--- config.mk ---
export PLATFORM = sky130hd
export DESIGN_NAME = lcd_com_scan
export DESIGN_NICKNAME = d
export VERILOG_FILES = /design/src/rtl/lcd_scan_pkg.sv /design/src/rtl/lcd_row_timer.sv /design/src/rtl/lcd_row_stepper.sv /design/src/rtl/lcd_com_decoder.sv /design/src/rtl/lcd_com_scan.sv
export SDC_FILE = /design/constraint.sdc
export NUM_CORES = 1
export LEC_CHECK = 0
export BUFFER_PORTS_ARGS = -buffer_cell sky130_fd_sc_hd__buf_2
export CELL_PAD_IN_SITES_DETAIL_PLACEMENT = 1
export CELL_PAD_IN_SITES_GLOBAL_PLACEMENT = 1
export CORE_ASPECT_RATIO = 0.7
export CORE_UTILIZATION = 25
export CTS_BUF_LIST = sky130_fd_sc_hd__clkbuf_16
export CTS_CLUSTER_DIAMETER = 200
export CTS_CLUSTER_SIZE = 12
export DETAILED_ROUTE_END_ITERATION = 8
export GPL_ROUTABILITY_DRIVEN = 0
export PLACE_DENSITY_LB_ADDON = 0.1
export SYNTH_ARGS = -nofsm -noshare
export SYNTH_HDL_FRONTEND = slang
export SYNTH_SLANG_ARGS = --single-unit
--- constraint.sdc ---
create_clock -name clk -period 3.29 [get_ports clk]
set_input_delay 0.329 -clock clk [delete_from_list [all_inputs] [get_ports clk]]
set_output_delay 0.329 -clock clk [all_outputs]
set_load 0.01 [all_outputs]
--- src/rtl/lcd_scan_pkg.sv ---
package lcd_scan_pkg;

    localparam int COM_COUNT = 16;
    localparam int ROW_W     = $clog2(COM_COUNT);

    typedef enum logic [1:0] {
        DUTY_8  = 2'd0,
        DUTY_11 = 2'd1,
        DUTY_16 = 2'd2
    } duty_e;

    typedef struct packed {
        logic [ROW_W-1:0] row;
        logic             pol;
        duty_e            duty;
    } scan_state_t;

    function automatic duty_e pick_duty(input logic two_line, input logic tall_font);
        if (two_line)
            return DUTY_16;
        else if (tall_font)
            return DUTY_11;
        else
            return DUTY_8;
    endfunction

    function automatic logic [ROW_W-1:0] final_row(input duty_e d);
        case (d)
            DUTY_11: return ROW_W'(10);
            DUTY_16: return ROW_W'(15);
            default: return ROW_W'(7);
        endcase
    endfunction

    function automatic logic short_rows(input duty_e d);
        return d == DUTY_16;
    endfunction

endpackage

--- src/rtl/lcd_row_timer.sv ---
module lcd_row_timer
    import lcd_scan_pkg::*;
#(
    parameter int ROW_WIDE   = 400,
    parameter int ROW_NARROW = 200,
    parameter int SEG_BITS   = 40
) (
    input  logic clk,
    input  logic rst,
    input  logic narrow,
    output logic row_end,
    output logic cl1,
    output logic cl2
);

    localparam int MAX_LEN  = (ROW_WIDE > ROW_NARROW) ? ROW_WIDE : ROW_NARROW;
    localparam int TICK_W   = (MAX_LEN > 2) ? $clog2(MAX_LEN) : 1;
    localparam int SHIFT_END = 2 * SEG_BITS;
    localparam logic [TICK_W-1:0] LAST_WIDE   = TICK_W'(ROW_WIDE - 1);
    localparam logic [TICK_W-1:0] LAST_NARROW = TICK_W'(ROW_NARROW - 1);

    logic [TICK_W-1:0] tick;

    always_ff @(posedge clk) begin
        if (rst)
            tick <= '0;
        else if (row_end)
            tick <= '0;
        else
            tick <= tick + 1'b1;
    end

    always_comb begin
        row_end = (tick == (narrow ? LAST_NARROW : LAST_WIDE));
        cl1     = (tick == '0);
        cl2     = tick[0] && (int'(tick) < SHIFT_END);
    end

endmodule

--- src/rtl/lcd_row_stepper.sv ---
module lcd_row_stepper
    import lcd_scan_pkg::*;
(
    input  logic             clk,
    input  logic             rst,
    input  logic             two_line,
    input  logic             tall_font,
    input  logic             row_end,
    output logic [ROW_W-1:0] row_idx,
    output logic             pol,
    output duty_e            duty
);

    scan_state_t st;
    logic        at_last;

    assign at_last = (st.row == final_row(st.duty));

    always_ff @(posedge clk) begin
        if (rst) begin
            st.row  <= '0;
            st.pol  <= 1'b0;
            st.duty <= pick_duty(two_line, tall_font);
        end else if (row_end) begin
            if (at_last) begin
                st.row  <= '0;
                st.pol  <= ~st.pol;
                st.duty <= pick_duty(two_line, tall_font);
            end else begin
                st.row  <= st.row + 1'b1;
            end
        end
    end

    assign row_idx = st.row;
    assign pol     = st.pol;
    assign duty    = st.duty;

endmodule

--- src/rtl/lcd_com_decoder.sv ---
module lcd_com_decoder
    import lcd_scan_pkg::*;
(
    input  logic [ROW_W-1:0]     row_idx,
    output logic [COM_COUNT-1:0] com_sel
);

    for (genvar g = 0; g < COM_COUNT; g++) begin : g_com
        assign com_sel[g] = (row_idx == ROW_W'(g));
    end

endmodule

--- src/rtl/lcd_com_scan.sv ---
module lcd_com_scan
    import lcd_scan_pkg::*;
#(
    parameter int ROW_WIDE   = 400,
    parameter int ROW_NARROW = 200,
    parameter int SEG_BITS   = 40
) (
    input  logic        clk,
    input  logic        rst,
    input  logic        two_line,
    input  logic        tall_font,
    output logic [15:0] com_sel,
    output logic [3:0]  row_idx,
    output logic        cl1,
    output logic        cl2,
    output logic        m_out
);

    duty_e active_duty;
    logic  row_end;

    lcd_row_timer #(
        .ROW_WIDE  (ROW_WIDE),
        .ROW_NARROW(ROW_NARROW),
        .SEG_BITS  (SEG_BITS)
    ) i_timer (
        .clk    (clk),
        .rst    (rst),
        .narrow (short_rows(active_duty)),
        .row_end(row_end),
        .cl1    (cl1),
        .cl2    (cl2)
    );

    lcd_row_stepper i_stepper (
        .clk      (clk),
        .rst      (rst),
        .two_line (two_line),
        .tall_font(tall_font),
        .row_end  (row_end),
        .row_idx  (row_idx),
        .pol      (m_out),
        .duty     (active_duty)
    );

    lcd_com_decoder i_decoder (
        .row_idx(row_idx),
        .com_sel(com_sel)
    );

endmodule

==> results.ini, run 1 <==
[timing]
finClkSkew_ns=0.00217
hold_violations=0
drv_slew=0
rsz0062_at_grt=false
setup_viol=0
holdWs_ns=0.288
worstMarginPinSlew_ns=0.412
setup_tns_ns=0
slew_headroom=0.725
min_period_over_period=0.548
max_freq_mhz=555
fin_crit_ns=1.80

[detailed_routing]
num_vias=872
vias_per_cell=4.57
drcViolationCount=0
drt_iter0_drc=64
avgRoutedWirePerCell_um=13.6
firstDrtPassIters=3
drtAntennaViolNets=0
wirelength_um=2590

[grt]
track_usage=0.130
grt_first_pass_wirelength_um=4380
grt_max_degree=15
antenna_found_initial=0
grt.overflow.total=0
grt_pass1_vias=836

[synthesis]
muxShareOfSynthArea=0
syn-cell-area_sq_mm=0.00101
synth_seq_cells=16
synthSimpleGateAreaFrac=0.354
synth-xor-area-share=0.0691
yosysWarnings=0
synth_top_family_by_area=simple AND/OR/NAND/NOR gates
syn_nets=127
synthAdderAreaFrac=0.0986
synth_compound_area_frac=0.0937
syn_avg_cell_area_sq_um=8.82
ys_seq_area_frac=0.335
synthCells=115
synth_cell_type_count=35

[worst_setup_path]
reg2reg_slack_ns=1.56
crit_path_end_kind=output pin
ff2ff_path_depth=5
cp_data_arrival_time_ns=1.47
r2r_start=i_stepper.duty[1]
startpoint_type=register
criticalPathCategory=reg -> out
reg2reg_to=i_stepper.pol
cp_max_fo=8
crit_required_ns=2.96

[pwr]
intPower_w=0.000390
p_total_w=0.000505
irDropWorstVdd_uv=206
swShare=0.227
power_density_mw_per_mm2=400
p_comb_frac=0.100
pwr-share-seq=0.435
p_leak_nw=0.585
clkPwrFrac=0.464
switchingPower_w=0.000115

[layout]
diodes=0
mostFrequentLayoutCell=buf_2
finalInstanceArea_sq_mm=0.00126
final_cell_mix=buf_2, dfxtp_1, nor2_1
final_layout_size_suffix_gt1_frac=0.262
fin_nets=154
syn2layout_area_growth_pct=24.4

[run]
cap_violations=0

[floorplan]
core_sq_mm=0.00369
die_w_um=78.1
die_height_um=55.3
pin_count=27
initial_core_util=0.275
die_area_sq_mm=0.00432
rows=18

[worst_hold_path]
min_delay_path_depth=1
whs_endpoint=i_stepper.duty[1]
worstHoldStart=two_line
min_path_type=in -> reg

[clock_network]
cts.sinks=16
post_cts_buffers=0
numCtsBuffers=3
tritoncts=done
cts.repair.resized=0
h-tree-depth=1
cts_buffer_depth=2
clkTransAtPathRegs_ns=0.05
ctsHoldBuffers=0
clk_latency_ns=0.24
root_buffer=clkbuf_16

[outcome]
status=finished, final reports clean

[placement]
port_buffers=26
place_area_sq_mm=0.00118
place_hpwl_um=2030

==> worst max-delay path by stage <==
stage,start,endpoint,cells after the start
after floorplan,i_stepper.duty[1],i_stepper.duty[0],4
after detailed placement,i_stepper.duty[1],i_stepper.duty[0],4
after global placement,i_stepper.duty[1],i_stepper.pol,5
final,i_stepper.row_idx[0],com_sel[14],4
after CTS,i_stepper.row_idx[0],com_sel[14],4
after global routing,i_timer.tick[0],cl1,5
==> metal layers <==
metal / routed length, um / track usage
met4: 9 / 0.0159
met5: 0 / 0
met1: 1480 / 0.205
met3: 74 / 0.0413
met2: 1030 / 0.173
==> state kept, by name, summed over array words and instances (netlist names) <==
register and flops:
i_stepper.duty 2, i_stepper.row_idx 4, i_stepper.pol 1, i_timer.tick 9
==> cell usage after synthesis (all sizes together) <==
master	number	area [sq um]
nor4b	1	8.76
and4bb	2	28.8
buf	2	16.3
clkbuf	2	7.51
nand4	1	6.26
inv	7	26.3
o2111a	1	11.3
dfxtp	14	280
ha	8	100
edfxtp	2	60.1
a21oi	3	15.0
and4	1	10.0
or3	1	6.26
nand2b	1	6.26
xor2	7	61.3
nand3b	1	7.51
and3	7	45.1
nor2b	3	18.8
and3b	1	10.0
nand2	5	18.8
xnor2	1	8.76
and2	13	82.6
o21ai	2	10.0
o2111ai	1	26.3
a31oi	2	12.5
o21bai	1	7.51
o211ai	1	12.5
nand4b	1	8.76
nand3	9	45.0
nor3b	1	7.51
nor2	13	48.8
==> worst max-delay path, cell delays in order (launching register included) <==
cell	delay (ns)
dfxtp_1	0.49
inv_1	0.13
ha_1	0.28
and3_1	0.20
buf_2	0.13
==> power groups by stage <==
| stage | clock [W] | combinational, W | sequential (W) |
|---|---|---|---|
| 3_5_place_dp | 0 | 0.0000512 | 0.000223 |
| 3_3_place_gp | 0 | 0.0000499 | 0.000223 |
| 2_1_floorplan | 0 | 0.0000387 | 0.000216 |
| 6_report | 0.000234 | 0.0000506 | 0.000220 |
| 5_1_grt | 0.000253 | 0.0000576 | 0.000222 |
| 4_1_cts | 0.000242 | 0.0000516 | 0.000220 |
==> stage by stage <==
step | cells | worst slack (ns) | util
after detailed placement | 187 | 1.57 | 0.320
after global placement | 187 | 1.58 | 0.320
after CTS | 191 | 1.48 | 0.342
after global routing | 191 | 1.38 | 0.342
final | 191 | 1.49 | 0.342
after floorplan | 115 | 1.72 | -
==> cell families (layout without fill, tap and decap cells) <==
logic type / Yosys count / after routing
AND/OR/NAND/NOR: 61 / 61
adder cells (fa/ha/maj): 8 / 8
buffers and inverters: 11 / 37
AO/OA/AOI/OAI: 11 / 11
flip-flops: 16 / 16
XOR/XNOR: 8 / 8
==> area by class of cell <==
cell class	count	area, sq um
clock buffer	3	75.1
inverter	7	26.3
sequential	16	340
tap	50	62.6
clock inverter	1	3.75
fill	458	2430
multi-input combinational	88	624
timing repair buffer	26	130
No activity file was read; power rests on OpenSTA's default activity.
==> run 2: changes to the inputs <==
==> constraint.sdc (replaced) <==
create_clock -name clk -period 1.7 [get_ports clk]
set_input_delay 0.17 -clock clk [delete_from_list [all_inputs] [get_ports clk]]
set_output_delay 0.17 -clock clk [all_outputs]
set_load 0.01 [all_outputs]
==> results.ini, run 2 (synthesis gave the netlist of run 1 again) <==
[clock_network]
clkTransAtPathRegs_ns=0.05
clk_latency_ns=0.24
numCtsBuffers=3
tritoncts=done
ctsHoldBuffers=0
root_buffer=clkbuf_16
h-tree-depth=1
cts.sinks=16
cts_buffer_depth=2

[detailed_routing]
wirelength_um=2860
num_vias=934
drtAntennaViolNets=0
vias_per_cell=4.69
avgRoutedWirePerCell_um=14.4
drt_iter0_drc=31
firstDrtPassIters=4
drcViolationCount=0

[placement]
port_buffers=26
pre_cts_slack_ns=0.000907
place_hpwl_um=2280

[pwr]
power_density_mw_per_mm2=735
p_total_w=0.00101
irDropWorstVdd_uv=559
p_leak_nw=0.632

[timing]
finClkSkew_ns=0.00195
worstMarginPinSlew_ns=0.382
setup_ws_ns=0.0199
fin_crit_ns=1.68
setup_viol=0
setup_tns_ns=0
rsz0062_at_grt=true
max_freq_mhz=595
min_period_over_period=0.988
hold_violations=0
drv_slew=0
slew_headroom=0.745

[worst_setup_path]
criticalPathCategory=reg -> reg
cp_data_arrival_time_ns=1.86
crit_required_ns=1.88
cp_max_fo=5
r2r_start=i_stepper.duty[0]
worstSetupStartpoint=i_stepper.duty[0]
crit_path_end_kind=register
startpoint_type=register
ff2ff_path_depth=6

[layout]
regMostFlops=i_timer.tick
final_layout_size_suffix_gt1_frac=0.356
fin_nets=162
mostFrequentLayoutCell=buf_2
diodes=0
syn2layout_area_growth_pct=35.4
final_cell_mix=buf_2, nor2_1, dfxtp_1
largest_reg_flops=9

[grt]
grt_max_degree=12
track_usage=0.147
grt_first_pass_wirelength_um=4950
grt_pass1_vias=952
antenna_found_initial=0
grt.overflow.total=0

[floorplan]
core_sq_mm=0.00369
rows=18
die_w_um=78.1
initial_core_util=0.275
pin_count=27
die_height_um=55.3
die_area_sq_mm=0.00432

[worst_hold_path]
worstHoldStart=two_line
min_path_type=in -> reg
min_delay_path_depth=1

[outcome]
status=finished, final reports clean

[run]
cap_violations=0

## run 2: worst paths after layout
check / endpoint / slack, ns
hold reg to reg: i_stepper.row_idx[0] / 0.54
setup reg to reg: i_stepper.pol / 0.02
hold / removal: i_stepper.duty[1] / 0.13
setup / recovery: i_stepper.pol / 0.02
## run 2: metrics by stage
step / hold WS (ns) / instance area [sq um] / std cells / util
6_report: 0.133 / 1370 / 199 / 0.372
5_1_grt: 0.135 / 1370 / 199 / 0.372
4_1_cts: 0.133 / 1330 / 199 / 0.359
3_5_place_dp: 0.384 / 1240 / 195 / 0.337
3_3_place_gp: 0.372 / 1240 / 195 / 0.337
2_1_floorplan: 0.239 / 1010 / 115 / -
## run 2: cell type report
type / instances / area, sq um
flip-flops and latches: 16 / 342
fillers: 452 / 2320
clock buffers: 3 / 75.1
repair buffers: 34 / 194
well taps: 50 / 62.6
multi-input cells: 88 / 671
clock inverters: 1 / 3.75
inverters: 7 / 26.3
## run 2: timing repair
action,4_1_cts,5_1_grt
buffers inserted,0,0
gates resized for setup,1,10
cloned,0,0
pin swaps,0,6
setup endpoints to repair,2,20
endpoints found under the hold margin,0,0
## run 2: where the power goes
| part | switching, W | internal, W | total (W) |
|---|---|---|---|
| logic | 0.0000759 | 0.0000649 | 0.000141 |
| clock network | 0.000145 | 0.000312 | 0.000457 |
| registers | 0.0000148 | 0.000397 | 0.000412 |
## run 2: per-layer routing
layer	part of all wire	up-vias	GRT usage
li1	-	466	-
met1	0.55	455	0.226
met2	0.41	11	0.203
met3	0.030	2	0.0413
met4	0.0028	0	0.0238
met5	0	-	0
## run 2: critical path, stage by stage (launching register included)
cell       delay (ns)
edfxtp_1         0.41
inv_2            0.09
ha_4             0.13
and4bb_2         0.26
o2111ai_4        0.17
or3_1            0.43
a21oi_1          0.12
